[config.mk]
export PLATFORM = sky130hd
export DESIGN_NAME = cfg_access_port
export DESIGN_NICKNAME = d
export VERILOG_FILES = /design/src/rtl/cfgp_pkg.sv /design/src/rtl/cfgp_addr_latch.sv /design/src/rtl/cfgp_hdr_regs.sv /design/src/rtl/cfg_access_port.sv
export SDC_FILE = /design/constraint.sdc
export NUM_CORES = 1
export LEC_CHECK = 0
export BUFFER_PORTS_ARGS = -buffer_cell sky130_fd_sc_hd__buf_4
export CAP_MARGIN = 10
export CORE_MARGIN = 2
export CORE_UTILIZATION = 52
export DETAILED_ROUTE_END_ITERATION = 8
export PLACE_DENSITY = 0.94
export REMOVE_ABC_BUFFERS = 1
export SYNTH_ARGS = -nofsm -noshare
export SYNTH_HDL_FRONTEND = slang
export SYNTH_SLANG_ARGS = --single-unit
[constraint.sdc]
create_clock -name clk -period 5 [get_ports clk]
set_input_delay 1.25 -clock clk [delete_from_list [all_inputs] [get_ports clk]]
set_output_delay 1.25 -clock clk [all_outputs]
set_load 0.03 [all_outputs]
[src/rtl/cfgp_pkg.sv]
// Shared types for the configuration access port.
package cfgp_pkg;
    localparam int PORT_AW = 14;

    // Decoded target descriptor held by the address latch.
    typedef struct packed {
        logic       en;
        logic [7:0] bus;
        logic [4:0] dev;
        logic [2:0] func;
        logic [5:0] dw;
    } cfg_desc_t;

    // Where an accepted CPU access is routed.
    typedef enum logic [2:0] {
        RT_DESC,
        RT_HOST,
        RT_NODEV,
        RT_EXT,
        RT_FWD
    } cfgp_route_e;

    typedef enum logic [1:0] {
        ST_IDLE,
        ST_EXT,
        ST_FWD,
        ST_RESP
    } cfgp_state_e;
endpackage

[src/rtl/cfgp_addr_latch.sv]
// Target descriptor register. Loads on a full write strobe.
// Assumes the caller only strobes on a 32-bit write.
// Reserved bits are never stored.
module cfgp_addr_latch
    import cfgp_pkg::*;
(
    input  logic        clk,
    input  logic        rst_n,
    input  logic        wr_en,
    input  logic [31:0] wdata,
    output cfg_desc_t   desc,
    output logic [31:0] rd_value
);
    // Capture only the meaningful fields of the written word.
    always_ff @(posedge clk) begin
        if (!rst_n) begin
            desc <= '0;
        end else if (wr_en) begin
            desc <= '{en: wdata[31], bus: wdata[23:16], dev: wdata[15:11],
                      func: wdata[10:8], dw: wdata[7:2]};
        end
    end

    // Reassemble the readable image with zeros in reserved positions.
    always_comb begin
        rd_value = {desc.en, 7'b0, desc.bus, desc.dev, desc.func, desc.dw, 2'b00};
    end

    p_latch_hold_r2: assert property (@(posedge clk) disable iff (!rst_n)
        !wr_en |=> $stable(desc));
endmodule

[src/rtl/cfgp_hdr_regs.sv]
// Host bridge header register file.
// Read-only identity words, a lane-writable command field under a mask,
// and zero elsewhere. The read path is combinational.
module cfgp_hdr_regs #(
    parameter logic [15:0] VENDOR_ID = 16'h1A2B,
    parameter logic [15:0] DEVICE_ID = 16'h3000,
    parameter logic [31:0] CLASS_REV = 32'h0600_0001,
    parameter logic [15:0] CMD_WMASK = 16'h0146,
    parameter int          DW_W      = 6
) (
    input  logic            clk,
    input  logic            rst_n,
    input  logic            wr_en,
    input  logic [DW_W-1:0] dw_idx,
    input  logic [3:0]      be,
    input  logic [31:0]     wdata,
    output logic [31:0]     rdata
);
    localparam int CMD_LANES = 2;
    localparam logic [DW_W-1:0] DW_ID  = DW_W'(0);
    localparam logic [DW_W-1:0] DW_CMD = DW_W'(1);
    localparam logic [DW_W-1:0] DW_CLS = DW_W'(2);

    logic [15:0] cmd_q;
    logic        cmd_sel;

    assign cmd_sel = wr_en && (dw_idx == DW_CMD);

    // One register slice per command byte lane.
    for (genvar g = 0; g < CMD_LANES; g++) begin : g_lane
        always_ff @(posedge clk) begin
            if (!rst_n)
                cmd_q[8*g +: 8] <= 8'h00;
            else if (cmd_sel && be[g])
                cmd_q[8*g +: 8] <= wdata[8*g +: 8] & CMD_WMASK[8*g +: 8];
        end
    end

    // Select the addressed header dword.
    always_comb begin
        case (dw_idx)
            DW_ID:   rdata = {DEVICE_ID, VENDOR_ID};
            DW_CMD:  rdata = {16'h0000, cmd_q};
            DW_CLS:  rdata = CLASS_REV;
            default: rdata = 32'h0;
        endcase
    end

    p_cmd_other_dw_r6: assert property (@(posedge clk) disable iff (!rst_n)
        (wr_en && dw_idx != DW_CMD) |=> $stable(cmd_q));
endmodule

[src/rtl/cfg_access_port.sv]
// Configuration access port. Accepts held CPU I/O requests and routes
// each one to the descriptor latch, the host header, an absent-function
// responder, the external configuration interface (with timeout) or the
// forwarding interface. Then it acknowledges for one cycle.
// Assumes the master keeps its request stable until io_ack.
module cfg_access_port
    import cfgp_pkg::*;
#(
    parameter logic [13:0] DESC_PORT   = 14'h33E,
    parameter logic [13:0] DATA_PORT   = 14'h33F,
    parameter int          TIMEOUT_CYC = 64,
    parameter logic [15:0] VENDOR_ID   = 16'h1A2B,
    parameter logic [15:0] DEVICE_ID   = 16'h3000,
    parameter logic [31:0] CLASS_REV   = 32'h0600_0001,
    parameter logic [15:0] CMD_WMASK   = 16'h0146
) (
    input  logic        clk,
    input  logic        rst_n,
    input  logic        io_req,
    input  logic        io_we,
    input  logic [13:0] io_port,
    input  logic [3:0]  io_be,
    input  logic [31:0] io_wdata,
    output logic        io_ack,
    output logic [31:0] io_rdata,
    output logic        cfg_req,
    output logic        cfg_we,
    output logic        cfg_type1,
    output logic [7:0]  cfg_bus,
    output logic [4:0]  cfg_dev,
    output logic [2:0]  cfg_func,
    output logic [5:0]  cfg_dw,
    output logic [3:0]  cfg_be,
    output logic [31:0] cfg_wdata,
    input  logic        cfg_ack,
    input  logic [31:0] cfg_rdata,
    output logic        fwd_req,
    output logic        fwd_we,
    output logic [13:0] fwd_port,
    output logic [3:0]  fwd_be,
    output logic [31:0] fwd_wdata,
    input  logic        fwd_ack,
    input  logic [31:0] fwd_rdata
);
    localparam int TW = $clog2(TIMEOUT_CYC + 1);
    localparam logic [TW-1:0] T_LAST = TW'(TIMEOUT_CYC - 1);

    cfgp_state_e state;
    cfgp_route_e route;
    cfg_desc_t   desc;
    logic [31:0] desc_rd, hdr_rd, rdata_q, wdata_q;
    logic [13:0] port_q;
    logic [3:0]  be_q;
    logic        we_q, accept, desc_wr, hdr_wr;
    logic [TW-1:0] tmr;

    assign accept  = (state == ST_IDLE) && io_req;
    assign desc_wr = accept && io_we && (route == RT_DESC);
    assign hdr_wr  = accept && io_we && (route == RT_HOST);

    cfgp_addr_latch u_latch (
        .clk(clk), .rst_n(rst_n), .wr_en(desc_wr), .wdata(io_wdata),
        .desc(desc), .rd_value(desc_rd)
    );

    cfgp_hdr_regs #(
        .VENDOR_ID(VENDOR_ID), .DEVICE_ID(DEVICE_ID),
        .CLASS_REV(CLASS_REV), .CMD_WMASK(CMD_WMASK), .DW_W(6)
    ) u_hdr (
        .clk(clk), .rst_n(rst_n), .wr_en(hdr_wr), .dw_idx(desc.dw),
        .be(io_be), .wdata(io_wdata), .rdata(hdr_rd)
    );

    // Decide where the access on the CPU bus belongs.
    always_comb begin
        if (io_port == DESC_PORT && io_be == 4'hF)
            route = RT_DESC;
        else if (io_port == DATA_PORT && desc.en) begin
            if (desc.bus != 8'h00 || desc.dev != 5'h00)
                route = RT_EXT;
            else if (desc.func == 3'h0)
                route = RT_HOST;
            else
                route = RT_NODEV;
        end else
            route = RT_FWD;
    end

    // Sequence one access: accept, wait on a target, acknowledge.
    always_ff @(posedge clk) begin
        if (!rst_n) begin
            state   <= ST_IDLE;
            rdata_q <= '0;
            wdata_q <= '0;
            port_q  <= '0;
            be_q    <= '0;
            we_q    <= 1'b0;
            tmr     <= '0;
        end else begin
            case (state)
                ST_IDLE: if (io_req) begin
                    we_q    <= io_we;
                    be_q    <= io_be;
                    wdata_q <= io_wdata;
                    port_q  <= io_port;
                    tmr     <= '0;
                    case (route)
                        RT_DESC:  begin rdata_q <= io_we ? '0 : desc_rd; state <= ST_RESP; end
                        RT_HOST:  begin rdata_q <= io_we ? '0 : hdr_rd;  state <= ST_RESP; end
                        RT_NODEV: begin rdata_q <= io_we ? '0 : '1;      state <= ST_RESP; end
                        RT_EXT:   state <= ST_EXT;
                        default:  state <= ST_FWD;
                    endcase
                end
                ST_EXT: begin
                    if (cfg_ack) begin
                        rdata_q <= we_q ? '0 : cfg_rdata;
                        state   <= ST_RESP;
                    end else if (tmr == T_LAST) begin
                        rdata_q <= we_q ? '0 : '1;
                        state   <= ST_RESP;
                    end else begin
                        tmr <= tmr + 1'b1;
                    end
                end
                ST_FWD: if (fwd_ack) begin
                    rdata_q <= we_q ? '0 : fwd_rdata;
                    state   <= ST_RESP;
                end
                default: state <= ST_IDLE;
            endcase
        end
    end

    // Drive the three interfaces from state and captured request.
    always_comb begin
        io_ack    = (state == ST_RESP);
        io_rdata  = rdata_q;
        cfg_req   = (state == ST_EXT);
        cfg_we    = we_q;
        cfg_type1 = (desc.bus != 8'h00);
        cfg_bus   = desc.bus;
        cfg_dev   = desc.dev;
        cfg_func  = desc.func;
        cfg_dw    = desc.dw;
        cfg_be    = be_q;
        cfg_wdata = wdata_q;
        fwd_req   = (state == ST_FWD);
        fwd_we    = we_q;
        fwd_port  = port_q;
        fwd_be    = be_q;
        fwd_wdata = wdata_q;
    end

    // Checker counter: consecutive cycles with cfg_req high.
    logic [TW:0] req_len;
    always_ff @(posedge clk) begin
        if (!rst_n)       req_len <= '0;
        else if (cfg_req) req_len <= req_len + 1'b1;
        else              req_len <= '0;
    end

    p_ack_pulse_r1: assert property (@(posedge clk) disable iff (!rst_n)
        io_ack |=> !io_ack);
    p_no_cfg_disabled_r4: assert property (@(posedge clk) disable iff (!rst_n)
        $rose(cfg_req) |-> desc.en);
    p_host_internal_r7: assert property (@(posedge clk) disable iff (!rst_n)
        cfg_req |-> (cfg_bus != 8'h00 || cfg_dev != 5'h00));
    p_timeout_bound_r9: assert property (@(posedge clk) disable iff (!rst_n)
        req_len <= (TW+1)'(TIMEOUT_CYC));
    p_exclusive_r10: assert property (@(posedge clk) disable iff (!rst_n)
        !(cfg_req && fwd_req));
endmodule

## Yosys cells after proc, flatten, opt, wreduce, memory -nomap -nowiden

Cells that the tools add are included.

- $add $sub $neg: 1
- Eq/ne operators: 18
- Mux-type cells: 27
- Reductions and logical operators: 23

Operators by type and width:

| kind | count |
|---|---|
| two-way mux 32 bit | 10 |
| case mux 32 bit (3 select lines) | 2 |
| case mux 30 bit (3 select lines) | 1 |
| equality test 14 x 10 -> 1 bit (second input constant) | 2 |
| two-way mux 7 bit | 3 |
| case mux 7 bit (2 select lines) | 1 |
| two-way mux 2 bit | 6 |
| logical AND 1 bit | 9 |
| nonzero test 8 bit | 1 |
| adder 7 x 1 -> 7 bit (second input constant) | 1 |
| equality test 7 x 6 -> 1 bit (second input constant) | 1 |
| equality test 3 x 2 -> 1 bit (second input constant) | 2 |
| equality test 6 x 1 -> 1 bit (second input constant) | 1 |
| equality test 6 x 2 -> 1 bit (second input constant) | 1 |
| zero test 3 bit | 2 |
| zero test 6 bit | 1 |
| two-way mux 3 bit | 2 |
| inequality test 2 bit (second input constant) | 3 |
| case mux 2 bit (3 select lines) | 1 |
| AND reduction 5 bit | 1 |
| nonzero test 5 bit | 1 |
| equality test 2 bit (second input constant) | 2 |
| equality test 4 bit (second input constant) | 1 |
| inequality test 4 x 1 -> 1 bit (second input constant) | 1 |
| 13 further kinds | 13 |

- Bits in registers: 119
- Output and inout port bits: 146
- Word-level logic and storage cells: 83

## Depth between registers and ports, before layout

Gate-level depths: netlist of the first run.

- Word-level depth: 10
- Depth in mapped cells: 10
- Depth with buffers taken out: 7

## By module

A second synthesis of the first run with hierarchy kept.

- Cell total of the unflattened synthesis: 881
- Area, all modules: 7216.9 um^2

By module, submodules not included:

| module | instances | cells each | area an instance (um^2) | sequential area each (um^2) |
|---|---|---|---|---|
| cfg_access_port | 1 | 717 | 5642.9 | 1841.8 |
| cfgp_addr_latch | 1 | 107 | 1137.3 | 460.4 |
| cfgp_hdr_regs | 1 | 57 | 436.7 | 80.1 |

## Worst setup path after synthesis of the first run

Ideal clock, no wire load.

- Path type: input -> register
- From: in io_port[11]
- To: reg rdata_q[8] (netlist: io_rdata[8])
- Setup time: 0.132 ns
- Data arrival time: 2.816 ns
- Required time: 4.868 ns
- Setup slack: 2.052 ns
- Stages: 8
- Path buffers: 3
- Cell sequence: nand4bb_1 > or4_1 > buf_6 > o22ai_4 > o21ai_2 > buf_6 > buf_6 > mux2i_1

- Cells in the longest elaborated chain, start to end: 8
- Elaborated cells on any way between the ends: 14
- Classes of those cells: 5 x eq/ne; 5 x mux; 4 x reduce/logical

RTL lines:

| what | RTL line | source |
|---|---|---|
| start: declaration | cfg_access_port.sv:21 | `input logic [13:0] io_port,` |
| equality test 14 x 10 -> 1 bit | cfg_access_port.sv:78 | `else if (io_port == DATA_PORT && desc.en) begin` |
| logical AND 1 bit | cfg_access_port.sv:78 |  |
| two-way mux 3 bit | cfg_access_port.sv:78 |  |
| two-way mux 3 bit * | cfg_access_port.sv:76 | `if (io_port == DESC_PORT && io_be == 4'hF)` |
| equality test 3 x 2 -> 1 bit, or another cell as far along | cfg_access_port.sv:107 | `case (route)` |
| case mux 32 bit (3 select lines) | cfg_access_port.sv:107 |  |
| two-way mux 32 bit | cfg_access_port.sv:101 | `ST_IDLE: if (io_req) begin` |
| case mux 32 bit (3 select lines) | cfg_access_port.sv:100 | `case (state)` |
| end signal: assignment | cfg_access_port.sv:117 | `rdata_q <= we_q ? '0 : cfg_rdata;` |
| end signal: assignment | cfg_access_port.sv:120 | `rdata_q <= we_q ? '0 : '1;` |
| end signal: assignment | cfg_access_port.sv:127 | `rdata_q <= we_q ? '0 : fwd_rdata;` |
| end: declaration | cfg_access_port.sv:51 | `logic [31:0] desc_rd, hdr_rd, rdata_q, wdata_q;` |

Mark *: on every way between the ends. The rest lies on a longest branch, timed or not. The select of a mux whose other input is x is not followed.
A chain may end at the register's enable or synchronous reset.

## Worst setup path in the final report of the first run

- From: in io_port[7]
- To: reg rdata_q[27] (netlist: io_rdata[27])

The elaborated chain is that of the path after synthesis.

==> results of run 1 <==
## cells by family after synthesis
group,after synthesis,share of synthesized area
compound gates,200,0.208
xor+xnor,3,0.00417
fa+ha+maj,5,0.00994
buf+inv,120,0.112
flops,119,0.378
mux,46,0.0731
simple gates,273,0.214
## metrics by stage
| step | power, mW | std cells | worst slack (ns) | instance area (µm²) |
|---|---|---|---|---|
| finish | 4.09 | 1104 | 1.62 | 8420 |
| global route | 4.29 | 1104 | 1.50 | 8420 |
| CTS | 4.09 | 1104 | 1.64 | 8420 |
| detailed placement | 2.93 | 1072 | 1.20 | 7850 |
| global placement | 2.90 | 1072 | 1.25 | 7850 |
| floorplan | 2.26 | 652 | 1.67 | 5610 |
## layout by cell type (no fill, tap or decap), drive strengths merged, types with 3 or more instances in the layout
cell type  count
o211ai         3
or3            3
a211oi         5
inv            6
nand4bb        3
a22oi         10
nor2b         26
nand2        164
dfxtp        119
nand2b        25
nor3           8
o21ai         56
a311oi         3
a21boi        54
o221ai        12
clkinv         7
or4            3
clkbuf        23
nor2          13
mux2i         46
buf          273
ha             5
nand4          6
a31oi          9
a21o           3
o22ai          3
a21oi         33
nor4           9
## flip-flops by register name (all words and copies together) (netlist names)
| signal | cells |
|---|---|
| cfg_wdata | 32 |
| cfg_we | 1 |
| u_latch.desc | 23 |
| io_rdata | 32 |
| u_hdr.cmd_q | 4 |
| tmr | 7 |
| state | 2 |
| cfg_be | 4 |
| fwd_port | 14 |
## worst max path at each step
stage | from | endpoint | cells after the start
2_1_floorplan | io_port[11] | u_latch.desc[0] | 5
3_3_place_gp | io_port[7] | io_rdata[16] | 7
3_5_place_dp | io_port[7] | io_rdata[27] | 7
4_1_cts | io_port[7] | io_rdata[27] | 7
5_1_grt | io_port[7] | io_rdata[27] | 7
6_report | io_port[7] | io_rdata[27] | 7
## worst max-delay path, cell delays in order
cell and delay [ns]:
buf_4 0.11, nand4bb_1 0.28, or4_1 0.82, o22ai_4 0.46, o21ai_2 0.27, buf_4 0.33
mux2i_1 0.14
## report_power, final
group          internal [mW]  switching, mW  total [mW]
logic                  0.595           1.14        1.74
registers               1.09          0.104        1.19
clock network          0.742          0.416        1.16
## layer usage
metal | up-vias | global-route usage
met4 | 0 | 0.124
li1 | 2964 | -
met3 | 36 | 0.0606
met5 | - | 0
met1 | 2837 | 0.352
met2 | 237 | 0.490
## area by class of cell
cell class | count | area [µm²] | share of cell area
Multi-Input combinational cell | 527 | 3210 | 0.382
Sequential cell | 119 | 2380 | 0.283
Timing Repair Buffer | 273 | 2050 | 0.243
Clock buffer | 23 | 498 | 0.0591
Tap cell | 147 | 184 | 0.0218
Clock inverter | 9 | 72.6 | 0.00862
Inverter | 6 | 22.5 | 0.00267
==> qor.csv, run 1 <==
metric,value,unit
initial core utilization,0.528,
TritonCTS Buffers,17,
Post-synth top cells,"nand2_1 (164), dfxtp_1 (119), buf_4 (61), a21boi_0 (54), o21ai_0 (49)",
die width,114,µm
max-cap violations,0,
"IR drop worst, VDD",0.000280,V
Final Skew,0.00522,ns
DP Wirelength,13.7,mm
number of flops mapped to enable cells by yosys,0,
status,finished clean,
gr ovfl total,0,
"Seq/Total Area, Yosys",0.378,
die height,114,µm
H-tree levels,4,
clk sinks,119,
met1 wire length,7.79,mm
CTS tree,done,
port buffer count,265,
Layout area overhead,33.8,%
"Primary FF master, synth",dfxtp_1,
Tightest Pin Transition,1.01,ns
largest area contributor in the netlist,dfxtp_1,
Placer Congestion,0.858,
CP endpoint kind,register,
PD cells,485,nW/µm²
metal3 WL,1.30,mm
final worst path period need,3.38,ns
Total GRT Usage,0.288,
R2R Setup Slk,1.96,ns
Avg WL per Cell,17.3,µm
# nets final,1069,
I/O pin count,266,
Post-CTS Setup Bufs,0,
met2 wire len,9.55,mm
Synth Cell Area,6290,µm²
largest net degree at the start of global routing,85,
highest routed metal layer,met4,
synth top area cells,"dfxtp_1 (38%), nand2_1 (9.8%), mux2i_1 (7.3%), buf_4 (7.3%), a21boi_0 (6.4%)",
Synth async-reset ratio,0,
Post-DRT Antenna Nets,0,
final hold vios,0,
"Distinct cells, synth",57,
top-area cell type share of the netlist area,0.378,
cell depth of the worst min-delay path,2,
global-route wire length before repair,29.4,mm
DRC errors left,0,
WP data arrival,3.67,ns
Slew Limit Fails,0,
Yosys warning count,0,
P_leak,3.60,nW
worst-skew pair later-pin latency,0.41,ns
crit start category,input port,
RSZ-0062 raised after global routing,no,
Reg-to-Reg End,io_rdata[27],
final setup vio count,0,
Fin Setup TNS,0,ns
hold_ws,0.460,ns
CP Class,input port to register,
DRT Wirelength,19.1,mm
RR Startpoint,state[0],
CP required,5.29,ns
headroom to the max-slew limit,0.321,
worst-case reg-to-reg path depth,8,
fillers,939,
Mapped Avg Cell Area,8.22,µm²
cell with the most instances after synthesis,nand2_1,
CTS root buffer,clkbuf_16,
die area,13000,µm²
Hold Path Class,register to register,
Post-CTS Resized,0,
antenna cells,0,
Max Fanout on Critical Path,14,
#FFs+latches synth,119,
CTS Buffer Depth,2,
hold buffers post-CTS,0,
final core occ,0.707,
initial antenna violation count,0,
min-delay src,io_rdata[19],
vias in the first global route,5829,
TritonRoute pass-1 iters,5,
via count,6074,
Detailed Route Iter0 Violations,497,
share of cells above drive strength 1,0.333,
core outline area,11900,µm²
row count,40,
Final Cycle Share,0.676,
synthesized instance count,766,
vias per cell,5.50,
Max Freq,0.296,GHz
Worst Hold End,io_rdata[19],
Clock transition at path regs,0.05,ns
Power figures use the tool's default switching activity.
==> run 2: changes to the inputs <==
- ABC_AREA: default -> 1
- CORE_UTILIZATION: 52 -> 48
- PLACE_DENSITY: 0.94 -> 0.88
- clock period: 5 -> 3.5 ns (I/O delays scaled with it)
==> run 2 against run 1 <==
Compared with the run above:
- clock power rose by 48%
- final cell count rose by 21%
- non-clock buffer count rose by 2
- global-route usage fell by 2.0 points
- utilization fell by 4.0 points
- clock-buffer cell count fell by 3
- highest routed layer unchanged
- largest power group unchanged
==> qor.csv, run 2 <==
metric,value,unit,change
Max Fanout on Critical Path,19,,+5
row count,41,,+2.5%
Avg WL per Cell,14.2,µm,-18%
I/O pin count,266,,unchanged
Design Power,7.42,mW,+82%
max-cap violations,0,,unchanged
Clock transition at path regs,0.05,ns,about the same
Slew Limit Fails,0,,unchanged
DP Wirelength,13.5,mm,-1.2%
Detailed Route Iter0 Violations,609,,+23%
global-route wire length before repair,30.2,mm,+2.6%
via count,6651,,+9.5%
Synth async-reset ratio,0,,unchanged
synth top area cells,"dfxtp_1 (38%), nand2_1 (13%), nor2_1 (11%), buf_4 (7.2%), o21ai_0 (6.1%)",,
die width,118,µm,+3.7%
synthesized instance count,962,,+26%
CTS Buffer Depth,2,,unchanged
Post-CTS Setup Bufs,0,,unchanged
Post-synth top cells,"nand2_1 (218), nor2_1 (189), dfxtp_1 (119), inv_1 (94), o21ai_0 (76)",,
initial antenna violation count,0,,unchanged
worst-skew pair later-pin latency,0.42,ns,about the same
gr ovfl total,0,,unchanged
DRC errors left,0,,unchanged
Tightest Pin Transition,0.892,ns,-0.123 ns
WP data arrival,1.86,ns,-1.81 ns
"most common cell after layout, fill and taps aside",buf_4,,
CP required,2.62,ns,-2.67 ns
TritonCTS Buffers,17,,unchanged
CTS tree,done,,
Max Freq,0.365,GHz,
# nets final,1274,,+19%
P_leak,4.33,nW,+20%
min-delay src,u_latch.desc[11],,
largest net degree at the start of global routing,58,,-32%
Final Skew,0.0113,ns,+0.00608 ns
status,finished clean,,
"IR drop worst, VDD",0.000574,V,+100%
CP Class,register to output port,,
final hold vios,0,,unchanged
hold buffers post-CTS,0,,unchanged
worst-case reg-to-reg path depth,9,,+1
"Distinct cells, synth",32,,-44%
cell with the most instances after synthesis,nand2_1,,
DP Area,7880,µm²,+0.32%
RSZ-0062 raised after global routing,no,,
largest area contributor in the netlist,dfxtp_1,,
cell depth of the worst min-delay path,2,,unchanged
Total GRT Usage,0.267,,-0.0204
crit start category,register,,
Hold Path Class,register to register,,
Placer Congestion,0.896,,+4.5%
H-tree levels,4,,unchanged
Critical Path Sink,fwd_req,,
clk sinks,119,,unchanged
initial core utilization,0.494,,-0.0343
headroom to the max-slew limit,0.405,,+0.0838
DRT Wirelength,18.9,mm,-0.96%
Critical Path Max Stage Delay,0.71,ns,-0.11 ns
Synth Cell Area,6260,µm²,-0.54%
Layout area overhead,35.0,%,
crit path from,state[0],,
CP cell instances,inv_1 -> ha_1 -> buf_4,,
"commonest non-fill, non-tap cells in the layout","buf_4 (275), nand2_1 (218), nor2_1 (187)",,
final worst path period need,2.74,ns,
antenna cells,0,,unchanged
vias per cell,4.99,,-9.2%
vias in the first global route,6409,,+10%
top-area cell type share of the netlist area,0.380,,+0.00204
Yosys warning count,0,,unchanged
final setup vio count,0,,unchanged
port buffer count,265,,unchanged
worst path bufs/invs,2,,unchanged
#FFs+latches synth,119,,unchanged
PD cells,878,nW/µm²,+81%
Final Cycle Share,0.782,,
Mapped Avg Cell Area,6.51,µm²,-21%
Post-CTS Resized,0,,unchanged
Top Family by Delay on Critical Path,adder cells,,
RR Startpoint,state[0],,
core outline area,12700,µm²,+6.4%
Reg-to-Reg End,io_rdata[22],,
share of cells above drive strength 1,0.278,,-0.0549
die area,14000,µm²,+7.5%
number of flops mapped to enable cells by yosys,0,,unchanged
die height,118,µm,+3.7%
TritonRoute pass-1 iters,5,,unchanged
Post-DRT Antenna Nets,0,,unchanged
CTS root buffer,clkbuf_16,,
WP depth,3,,-4
R2R Setup Slk,1.02,ns,-0.94 ns
"Primary FF master, synth",dfxtp_1,,
slowest CP cell,ha_1,,
"Seq/Total Area, Yosys",0.380,,+0.00204
CP endpoint kind,output port,,
Fin Setup TNS,0,ns,unchanged
post-route cell area,8450,µm²,+0.37%
[run 2: cell count changes after synthesis, moves of 10 or more]
cell      before  now
clkbuf_1      45   30
nor2_1        13  189
mux2i_1       46    0
o21ai_0       49   76
o221ai_1      12    0
a21boi_0      54    0
nand3_1        2   67
nand2b_1      25    0
inv_1          6   94
nand2_1      164  218
a22oi_1       10    0
nor2b_1       26    0
[run 2: metrics by stage]
step	setup WS [ns]	std cells	utilization	hold slack, ns
2_1_floorplan	0.271	855	-	0.450
3_3_place_gp	0.950	1302	0.622	0.466
3_5_place_dp	0.846	1302	0.622	0.475
4_1_cts	0.752	1332	0.667	0.485
5_1_grt	0.682	1332	0.667	0.509
6_report	0.764	1332	0.667	0.484
[run 2: worst min-delay path by stage]
| stage | to | slack (ns) |
|---|---|---|
| after CTS | u_latch.desc[11] | 0.49 |
| after global routing | fwd_port[3] | 0.51 |
| after global placement | fwd_port[2] | 0.47 |
| after floorplan | u_latch.desc[22] | 0.45 |
| after detailed placement | u_latch.desc[16] | 0.47 |
| final | u_latch.desc[11] | 0.48 |
[run 2: power by group]
group          total, mW  internal [mW]  switching, mW
Combinational       3.73           1.26           2.47
Clock               1.72           1.12          0.599
Sequential          1.97           1.73          0.237
Total               7.42           4.11           3.31
[run 2: routing by layer]
layer	wire length (µm)	up-vias	track usage
li1	-	3325	-
met1	7700	3026	0.309
met2	9380	253	0.465
met3	1290	47	0.0594
met4	545	0	0.128
met5	0	-	0
[run 2: worst reg2reg max path, delay by kind of cell (launching register included)]
kind / cells / cell delay [ns]
buf+inv: 2 / 0.23
flops: 1 / 0.34
simple gates: 6 / 1.11
fa+ha+maj: 1 / 0.71
[run 2: final cells by class]
cell class / instances / area (µm²)
clock inverter: 10 / 130
tap: 172 / 215
timing repair buffer: 275 / 2060
sequential: 119 / 2380
inverter: 97 / 364
clock buffer: 20 / 447
multi-input combinational: 639 / 2850
fill: 1099 / 4220
[run 2: logic make-up after synthesis]
family                     Yosys count  synth area share
AOI/OAI and AO/OA                  133             0.114
adders and majority gates            5           0.00999
buffers and inverters              204             0.165
and+or+nand+nor                    501             0.330
DFF                                119             0.380
==> run 3: changes to the inputs <==
- clock period: 3.5 -> 2.9 ns (I/O delays scaled with it)
==> run 3 against run 2 <==
Compared with the run above:
- largest cell class unchanged
- via count shrank 0.42%
- critical path type unchanged
- power is 19% higher
- largest power group unchanged
- final cell count unchanged
- clock skew down 0.0034 ns
- combinational power up 22%
- critical path depth unchanged
- first-iteration DRC count down 22%
- sequential cell count did not move
- routed wire length is 0.18% lower
- sequential power rose by 21%
- clock power is 9% higher
==> qor.csv, run 3 (synthesized netlist as in run 2, its figures left out) <==
metric,value,unit,change
slowest CP cell,dfxtp_1,,
Max Fanout on Critical Path,35,,+16
Post-DRT Antenna Nets,0,,unchanged
CP cell instances,ha_1 -> buf_4 -> buf_4,,
CTS Buffer Depth,2,,unchanged
TritonCTS Buffers,17,,unchanged
NetSw,3.96,mW,+20%
PD cells,1040,nW/µm²,+19%
port buffer count,265,,unchanged
DP Wirelength,13.5,mm,+0.35%
global-route wire length before repair,29.6,mm,-1.9%
multi-input gate area in the final layout,2850,µm²,unchanged
Total GRT Usage,0.263,,-0.00434
Comb power frac,0.516,,+0.013
Top Family by Delay on Critical Path,buffers and inverters,,
"commonest non-fill, non-tap cells in the layout","buf_4 (274), nand2_1 (218), nor2_1 (187)",,
Placer Congestion,0.848,,-5.4%
Clk pwr share,0.213,,-0.019
Max Freq,0.411,GHz,
final worst path period need,2.43,ns,
"IR drop worst, VDD",0.000533,V,-7.1%
I/O pin count,266,,unchanged
crit start category,register,,
CP endpoint kind,output port,,
global routing usage on met3,0.0743,,+0.0150
TritonRoute pass-1 iters,5,,unchanged
WP data arrival,1.71,ns,-0.15 ns
headroom to the max-slew limit,0.547,,+0.142
Final Skew,0.00789,ns,-0.00340 ns
cell repeated most along the worst path,buf_4,,
gr ovfl total,0,,unchanged
Layout area overhead,34.7,%,
initial core utilization,0.494,,unchanged
vias per cell,4.97,,-0.42%
clk sinks,119,,unchanged
RSZ-0062 raised after global routing,no,,
core outline area,12700,µm²,unchanged
H-tree levels,4,,unchanged
vias in the first global route,6147,,-4.1%
Post-CTS Setup Bufs,0,,unchanged
worst-skew pair later-pin latency,0.41,ns,about the same
worst path bufs/invs,2,,unchanged
Avg WL per Cell,14.2,µm,-0.18%
"most common cell after layout, fill and taps aside",buf_4,,
row count,41,,unchanged
Post-CTS Resized,0,,unchanged
dpl ws,0.420,ns,-0.426 ns
die height,118,µm,unchanged
setup ws final,0.468,ns,-0.296 ns
Detailed Route Iter0 Violations,473,,-22%
largest net degree at the start of global routing,85,,+47%
die width,118,µm,unchanged
Reg power frac,0.271,,+0.005
hold buffers post-CTS,0,,unchanged
Tightest Pin Transition,0.679,ns,-0.213 ns
register area,2380,µm²,unchanged
GR peak layer,met2,,
final core occ,0.666,,-0.00148
met1 Usage GRT,0.309,,-0.000766
Hold Path Class,register to register,,
Clock transition at path regs,0.05,ns,about the same
P_leak,4.32,nW,about the same
fillers,1128,,+2.6%
share of cells above drive strength 1,0.278,,-0.000862
DRC errors left,0,,unchanged
CP required,2.17,ns,-0.45 ns
Slew Limit Fails,0,,unchanged
grt met2 use,0.453,,-0.0126
Sw Ratio,0.451,,+0.00516
DRT Wirelength,18.9,mm,-0.18%
final setup vio count,0,,unchanged
# nets final,1275,,+0.078%
max-cap violations,0,,unchanged
status,finished clean,,
Fin Setup TNS,0,ns,unchanged
via count,6623,,-0.42%
Final Cycle Share,0.839,,
die area,14000,µm²,unchanged
CTS tree,done,,
initial antenna violation count,0,,unchanged
Power Internal,4.83,mW,+17%
Critical Path Max Stage Delay,0.42,ns,-0.29 ns
final hold vios,0,,unchanged
CTS root buffer,clkbuf_16,,
CP Class,register to output port,,
antenna cells,0,,unchanged
run 3: cell types whose count changed in the layout (fill, tap and decap cells not counted), sizes merged:
cell | previous run | this run
clkbuf | 20 | 25
clkinv | 5 | 4
bufinv | 3 | 0
clkinvlp | 2 | 0
buf | 275 | 276
run 3: worst reg2reg max path, cell delays in order (launching register included):
cell and delay, ns:
dfxtp_1 0.36, inv_1 0.10, ha_1 0.30, nand2_1 0.12, inv_2 0.31, nand2_1 0.18
nor3_2 0.21, nand3_1 0.22, nor2_1 0.20, nor2_1 0.08
run 3: layer usage:
metal	up-vias	wire, µm
met4	0	515
met3	37	1300
met1	3007	7710
met5	-	0
met2	250	9350
li1	3329	-
run 3: power groups by stage:
stage	clock, mW	sequential (mW)	combinational (mW)
floorplan	0	3.50	1.69
global placement	0	2.39	4.44
detailed placement	0	2.41	4.51
CTS	1.90	2.39	4.54
global route	1.98	2.43	4.90
finish	1.87	2.39	4.54
run 3: worst paths after layout:
path | slack (ns) | from | cells past startpoint | end
setup / recovery | 0.47 | state[0] | 3 | cfg_req
hold / removal | 0.48 | u_latch.desc[14] | 2 | u_latch.desc[14]
setup reg to reg | 0.70 | state[0] | 9 | u_hdr.cmd_q[1]
hold reg to reg | 0.48 | u_latch.desc[14] | 2 | u_latch.desc[14]
run 3: metrics by stage:
stage	power (mW)	cells	hold slack, ns	cell area (µm²)
after floorplan	5.19	855	0.450	5590
after global placement	6.84	1303	0.466	7910
after detailed placement	6.92	1303	0.471	7910
after CTS	8.82	1332	0.481	8430
after global routing	9.31	1332	0.501	8430
final	8.79	1332	0.481	8430
run 3: cell type report:
class                      count  area share
clock buffer                  25      0.0599
clock inverter                 4     0.00237
inverter                      97      0.0432
multi-input combinational    639       0.338
sequential                   119       0.282
tap                          172      0.0255
timing repair buffer         276       0.249
